[src/rtl/smm_entry_seq.sv]
module smm_entry_seq #(
  parameter int SAVE_CYCLES = 4
) (
  input  logic        clk,
  input  logic        rst_n,
  input  logic        req_n,
  input  logic        insn_boundary,
  input  logic        bus_busy,
  input  logic        shutdown,
  input  logic        exit_pulse,
  input  logic [31:0] cr0_in,
  input  logic [31:0] dr7_in,
  output logic        ack_n,
  output logic        ctx_load,
  output logic [15:0] cs_sel,
  output logic [31:0] cs_base,
  output logic [31:0] ip,
  output logic [31:0] flags,
  output logic [15:0] dseg_sel,
  output logic [31:0] dseg_base,
  output logic [19:0] seg_limit,
  output logic [31:0] cr0_out,
  output logic [31:0] dr7_out
);
  localparam int CW = (SAVE_CYCLES > 1) ? $clog2(SAVE_CYCLES) : 1;
  localparam logic [CW-1:0] CNT_LAST = CW'(SAVE_CYCLES - 1);
  localparam logic [15:0] ENTRY_SEL  = 16'h3000;
  localparam logic [31:0] ENTRY_IP   = 32'h0000_8000;
  localparam logic [31:0] ENTRY_FLG  = 32'h0000_0002;
  localparam logic [19:0] ENTRY_LIM  = 20'hF_FFFF;
  localparam logic [31:0] CR0_CLR    = 32'h8000_000F;
  localparam logic [31:0] DR7_KEEP   = 32'h0000_F800;

  typedef enum logic [2:0] {S_IDLE, S_PEND, S_DRAIN, S_SAVE, S_ACT} seq_t;
  seq_t state, state_nx;

  logic          sy1, sy2, sy3, held;
  logic [CW-1:0] cnt;
  logic          fall, save_done;

  assign fall      = sy3 & ~sy2;
  assign save_done = (state == S_SAVE) && (cnt == CNT_LAST);
  assign ack_n     = !((state == S_SAVE) || (state == S_ACT));

  always_ff @(posedge clk) begin
    if (!rst_n) {sy1, sy2, sy3} <= 3'b111;
    else        {sy3, sy2, sy1} <= {sy2, sy1, req_n};
  end

  always_comb begin
    state_nx = state;
    case (state)
      S_IDLE:  if (fall || held)                   state_nx = S_PEND;
      S_PEND:  if (insn_boundary && !shutdown)     state_nx = S_DRAIN;
      S_DRAIN: if (!bus_busy)                      state_nx = S_SAVE;
      S_SAVE:  if (save_done)                      state_nx = S_ACT;
      S_ACT:   if (exit_pulse)                     state_nx = S_IDLE;
      default:                                     state_nx = S_IDLE;
    endcase
  end

  always_ff @(posedge clk) begin
    if (!rst_n) begin
      state <= S_IDLE;
      held  <= 1'b0;
      cnt   <= '0;
    end else begin
      state <= state_nx;
      if (state == S_IDLE)                held <= 1'b0;
      else if (fall && state != S_PEND)   held <= 1'b1;
      if (state != S_SAVE)                cnt  <= '0;
      else if (!save_done)                cnt  <= cnt + 1'b1;
    end
  end

  always_ff @(posedge clk) begin
    if (!rst_n) begin
      ctx_load  <= 1'b0;
      cs_sel    <= '0;
      cs_base   <= '0;
      ip        <= '0;
      flags     <= '0;
      dseg_sel  <= '0;
      dseg_base <= '0;
      seg_limit <= '0;
      cr0_out   <= '0;
      dr7_out   <= '0;
    end else begin
      ctx_load <= save_done;
      if (save_done) begin
        cs_sel    <= ENTRY_SEL;
        cs_base   <= {12'h0, ENTRY_SEL, 4'h0};
        ip        <= ENTRY_IP;
        flags     <= ENTRY_FLG;
        dseg_sel  <= '0;
        dseg_base <= '0;
        seg_limit <= ENTRY_LIM;
        cr0_out   <= cr0_in & ~CR0_CLR;
        dr7_out   <= dr7_in & DR7_KEEP;
      end
    end
  end

  p_boundary_gate_r2: assert property (@(posedge clk) disable iff (!rst_n)
    (state == S_PEND && !insn_boundary) |=> (state == S_PEND));
  p_drain_gate_r3: assert property (@(posedge clk) disable iff (!rst_n)
    (state == S_DRAIN && bus_busy) |=> (state == S_DRAIN && ack_n));
  p_ack_hold_r4: assert property (@(posedge clk) disable iff (!rst_n)
    (!ack_n && !exit_pulse) |=> !ack_n);
  p_load_after_save_r4: assert property (@(posedge clk) disable iff (!rst_n)
    ctx_load |-> (!ack_n && $past(state == S_SAVE)));
  p_no_shutdown_accept_r5: assert property (@(posedge clk) disable iff (!rst_n)
    (state == S_PEND && shutdown) |=> ack_n);
  p_entry_addr_r7: assert property (@(posedge clk) disable iff (!rst_n)
    ctx_load |-> (cs_base + ip == 32'h0003_8000));
  p_cr0_mask_r9: assert property (@(posedge clk) disable iff (!rst_n)
    ctx_load |-> (cr0_out == ($past(cr0_in) & ~CR0_CLR)));
  p_exit_release_r10: assert property (@(posedge clk) disable iff (!rst_n)
    (state == S_ACT && exit_pulse) |=> ack_n);
  p_exit_ignored_r11: assert property (@(posedge clk) disable iff (!rst_n)
    (ack_n && exit_pulse) |=> !ctx_load);
endmodule

[config.mk]
export PLATFORM = sky130hd
export DESIGN_NAME = smm_entry_seq
export DESIGN_NICKNAME = d
export VERILOG_FILES = /design/src/rtl/smm_entry_seq.sv
export SDC_FILE = /design/constraint.sdc
export NUM_CORES = 1
export LEC_CHECK = 0
export ABC_AREA = 1
export BUFFER_PORTS_ARGS = -buffer_cell sky130_fd_sc_hd__buf_4
export CAP_MARGIN = 20
export CORE_AREA = 2 2 122 124
export CTS_CLUSTER_SIZE = 12
export DETAILED_ROUTE_END_ITERATION = 10
export DIE_AREA = 0 0 124 126
export GPL_TIMING_DRIVEN = 0
export HOLD_SLACK_MARGIN = 0.05
export PLACE_DENSITY = 0.62
export REMOVE_ABC_BUFFERS = 1
export SKIP_LAST_GASP = 1
export SYNTH_ARGS = -nofsm -noshare
export SYNTH_HDL_FRONTEND = slang
export SYNTH_SLANG_ARGS = --single-unit
[constraint.sdc]
create_clock -name clk -period 1.2 [get_ports clk]
set_clock_uncertainty 0.05 [all_clocks]
set_input_delay 0.18 -clock clk [delete_from_list [all_inputs] [get_ports clk]]
set_output_delay 0.18 -clock clk [all_outputs]
set_load 0.02 [all_outputs]
## Yosys cells after proc, flatten, opt, wreduce, memory -nomap -nowiden

Index checks and enable logic that the tools add are counted.
W data, S select, Z words.

- Register bits after elaboration: 45
- Bits of input ports: 71
- Output and inout bits: 246
- Logic and storage cells: 45

- Add/sub/neg operators: 1
- Equality and inequality tests: 12
- Multiplexer cells: 6
- Bitwise gates (word level): 3
- Reduce and logical (&&, ||, !) cells: 11

Operators with widths:

| operator | number |
|---|---|
| $mux W3 | 5 |
| $pmux W3 S5 | 1 |
| $ne A2 B2 Y1 const B | 5 |
| $eq A3 B2 Y1 const B | 2 |
| $reduce_and A5 Y1 | 1 |
| $reduce_or A2 Y1 | 2 |
| $eq A3 B1 Y1 const B | 1 |
| $eq A3 B3 Y1 const B | 1 |
| $logic_and A1 B1 Y1 | 3 |
| $logic_not A3 Y1 | 1 |
| $ne A3 B1 Y1 const B | 1 |
| $ne A3 B2 Y1 const B | 1 |
| $add A2 B1 Y2 const B | 1 |
| $eq A2 B2 Y1 const B | 1 |
| $logic_not A1 Y1 | 2 |
| $logic_or A1 B1 Y1 | 2 |
| $not A1 Y1 | 2 |
| $and A1 B1 Y1 | 1 |

## Depth between registers and ports, before layout

- Word-level depth: 5
- Gate-level depth with buffers: 9
- Depth with buffers taken out: 8

## Worst setup path before layout

No wires, ideal clock.

- Kind: flip-flop to output port
- Start: register, netlist name seg_limit[0]
- End: output port cs_base[17]
- Arrival: 1082 ps
- Data required time: 970 ps
- Path slack: -112 ps
- Stages on the path, launching flop included: 2
- Path through: dfxtp_1 -> buf_4

RTL lines:

| element | RTL line | RTL |
|---|---|---|
| end, declared | 16 | `output logic [31:0] cs_base,` |

## Worst setup path in the final report

- Start: register state[0]
- End: output port ack_n

- Word-level cells in the longest chain between the ends: 3
- Elaborated cells on any way between the ends: 4
- Those cells by class: eq/ne: 2; reduce/logical: 2

RTL lines:

| element | RTL line | RTL |
|---|---|---|
| start, declared | 35 | `seq_t state, state_nx;` |
| start signal, assigned | 68 | `state <= state_nx;` |
| $eq A3 B2 Y1 / $eq A3 B3 Y1 (equally long branches) | 43 | `assign ack_n = !((state == S_SAVE) \|\| (state == S_ACT));` |
| $logic_or A1 B1 Y1 * | 43 |  |
| $logic_not A1 Y1 * | 43 |  |
| end, declared | 13 | `output logic ack_n,` |

Every way passes the cells marked *; elsewhere a longest branch is shown, timed or not.

==> out/results.ini <==
[placement]
portBuffers=98
place_congestion=0.727
dp_cells=663
dp_hpwl_um=4600

[timing]
fmax_mhz=774
finalCriticalPeriod_ns=1.29
setup_viol=28
fin_crit_sh_pct=108
hold_viol=0
drv_slew=0
postLayoutSetupSlackWorst_ns=-0.0912
rsz0062_at_grt=yes

[clock_network]
clockBufferDepth=2
numClockSinks=43
clk_transition_reported_paths_ns=0.07
cts_made_buffers=5
clk_latency_ns=0.29
cts-root-buf=clkbuf_16
h-tree-depth=2
cts_tree=built

[synth]
synth-seq-area-share_pct=26.5
ys_ff_latch=43
yosysUniqueCellTypes=24
synth.avg_cell_area_sq_um=7.76
syn_inst=419
syn_area_sq_um=3250
yosysWarnings=0

[drt]
first_iter_violations=78
ant_nets=0
firstDrtPassIters=4
wl_um=8310
via_count=2344
drcViolationCount=0
via_per_inst=3.35
wl_per_cell_um=11.9

[setup_path]
critPathArrivalTime_ns=1.06
cp_slowest_cell=dfxtp_4
critPathLaunchType=flip-flop
crit_path_cell_trace=nor2_1 -> a21oi_2 -> buf_4
crit_family=flip-flops
crit_path_end_kind=output port
slowest_delay_ns=0.37
crit_type=flip-flop to output port
critPathBufInv=1
crit_fanout=4
required_ns=0.97

[cells_and_area]
drive_gt1_share_pct=35.7
stdcell_count=699
n_fill_cell=1552
multi_input_area_sq_um=1620
layout_common_cells=conb_1, buf_4, nand2_1
syn2layout_area_growth_pct=25.8
fin_nets=586
diodes=0
regArea_sq_um=878
layout_commonest_cell=conb_1

[global_routing]
grt_usage_pct=9.37
grt_max_degree=22
grt.overflow.total=0
grt_pass1_vias=1868
antenna_found_initial=0
grt_first_pass_wirelength_um=10700

[die]
initial_core_util_pct=22.7
dieArea_sq_um=15600
fp.dieW_um=124
core_sq_um=14300
num_io_pins=317
rows=44
die_y_um=126

[power]
power_frac_clock_pct=29.6
ir_drop_mv=0.580
powerDensity_nw_per_um2=1150
power_mw=4.71
seqPwrFrac_pct=33.4
leakage_nw=1.95
power_switching_mw=1.88
swShare_pct=40.0
p_int_mw=2.82
p_comb_share_pct=37.0

[status]
status=complete, but fails checks
violations=setup timing

[min_path]
min_path_type=input port to flip-flop

[flow_run]
drv_cap=0

## flip-flops by register name, indices dropped and copies added, names as in the netlist
name	count
ctx_load	1
sy1	1
sy2	1
held	1
cr0_out	27
seg_limit	1
dr7_out	5
cnt	2
state	3
sy3	1
## per-layer routing
layer | vias to the layer above | routed length [um] | GRT usage [%]
met1 | 1065 | 3230 | 11.7
met2 | 154 | 4250 | 15.6
met3 | 9 | 740 | 2.76
met4 | 0 | 94 | 2.58
met5 | - | 0 | 0
li1 | 1116 | - | -
## metrics by stage
step           TNS, ns  setup WS (ns)  utilization [%]  hold slack [ns]  cell area [sq um]
2_1_floorplan   -94.38          -2.81                -            0.199               2280
3_3_place_gp    -63.78          -1.54             22.7            0.322               3250
3_5_place_dp    -36.91         -0.882             22.9            0.323               3280
4_1_cts          -1.27         -0.110             26.7           0.0586               3820
5_1_grt          -3.82         -0.129             28.6           0.0692               4090
6_report        -0.805        -0.0912             28.6           0.0698               4090
## synthesized netlist by cell type, drive strengths merged
cell type | number | area, sq um
a21oi | 37 | 189
a31oi | 1 | 6.26
buf | 218 | 1650
clkbuf | 6 | 22.5
clkinv | 1 | 3.75
conb | 1 | 3.75
dfxtp | 43 | 861
ha | 1 | 12.5
inv | 9 | 33.8
nand2 | 48 | 190
nand3 | 38 | 190
nand3b | 1 | 7.51
nor2 | 10 | 56.3
o21ai | 2 | 10.0
or2 | 2 | 12.5
xor2 | 1 | 8.76
## path summary, 6_finish.rpt
path / start / end / slack (ns) / cells past startpoint
setup / recovery: state[0]$_SDFFE_PN0P_ / ack_n / -0.09 / 3
hold reg to reg: sy1$_SDFF_PN1_ / sy2$_SDFF_PN1_ / 0.37 / 1
setup reg to reg: state[0]$_SDFFE_PN0P_ / state[0]$_SDFFE_PN0P_ / -0.08 / 9
hold / removal: rst_n / sy3$_SDFF_PN1_ / 0.07 / 2
## worst register-to-register path, cell delays in order (launching register included)
cell and delay [ns]:
dfxtp_4 0.37, nand2_8 0.09, nor2_8 0.04, buf_12 0.15, nand2_4 0.08, nand2_4 0.06, nor2_4 0.14, nand3_1 0.09
nand2_1 0.07, nor2_1 0.04
## final cells by class
| class | count | share of cell area, % |
|---|---|---|
| multi-input combinational | 329 | 39.6 |
| clock buffer | 6 | 3.15 |
| sequential | 43 | 21.5 |
| inverter | 10 | 0.947 |
| clock inverter | 2 | 0.306 |
| timing repair buffer | 125 | 28.9 |
| tap | 184 | 5.62 |
## power by group through the flow
stage / registers (mW) / clock network, mW / logic (mW)
floorplan: 1.55 / 0 / 0.897
global placement: 1.56 / 0 / 1.10
detailed placement: 1.56 / 0 / 1.12
CTS: 1.57 / 1.47 / 1.44
global route: 1.58 / 1.51 / 1.88
finish: 1.57 / 1.39 / 1.74
## cells by family after synthesis
family | after synthesis | share of synthesized area [%]
xor gates and xnor gates | 1 | 0.269
AOI/OAI and AO/OA | 40 | 6.31
other | 1 | 0.115
adders and majority gates | 1 | 0.385
DFF | 43 | 26.5
and+or+nand+nor | 99 | 14.0
buffers and inverters | 234 | 52.4
## timing repair
action	4_1_cts	5_1_grt
endpoints found under the setup margin	68	51
pin swaps	16	30
resized for setup	31	61
endpoints found under the hold margin	1	0
setup buffers	21	1
gates cloned	4	1
hold buffers	1	0
No activity file was read; power rests on OpenSTA's default activity.
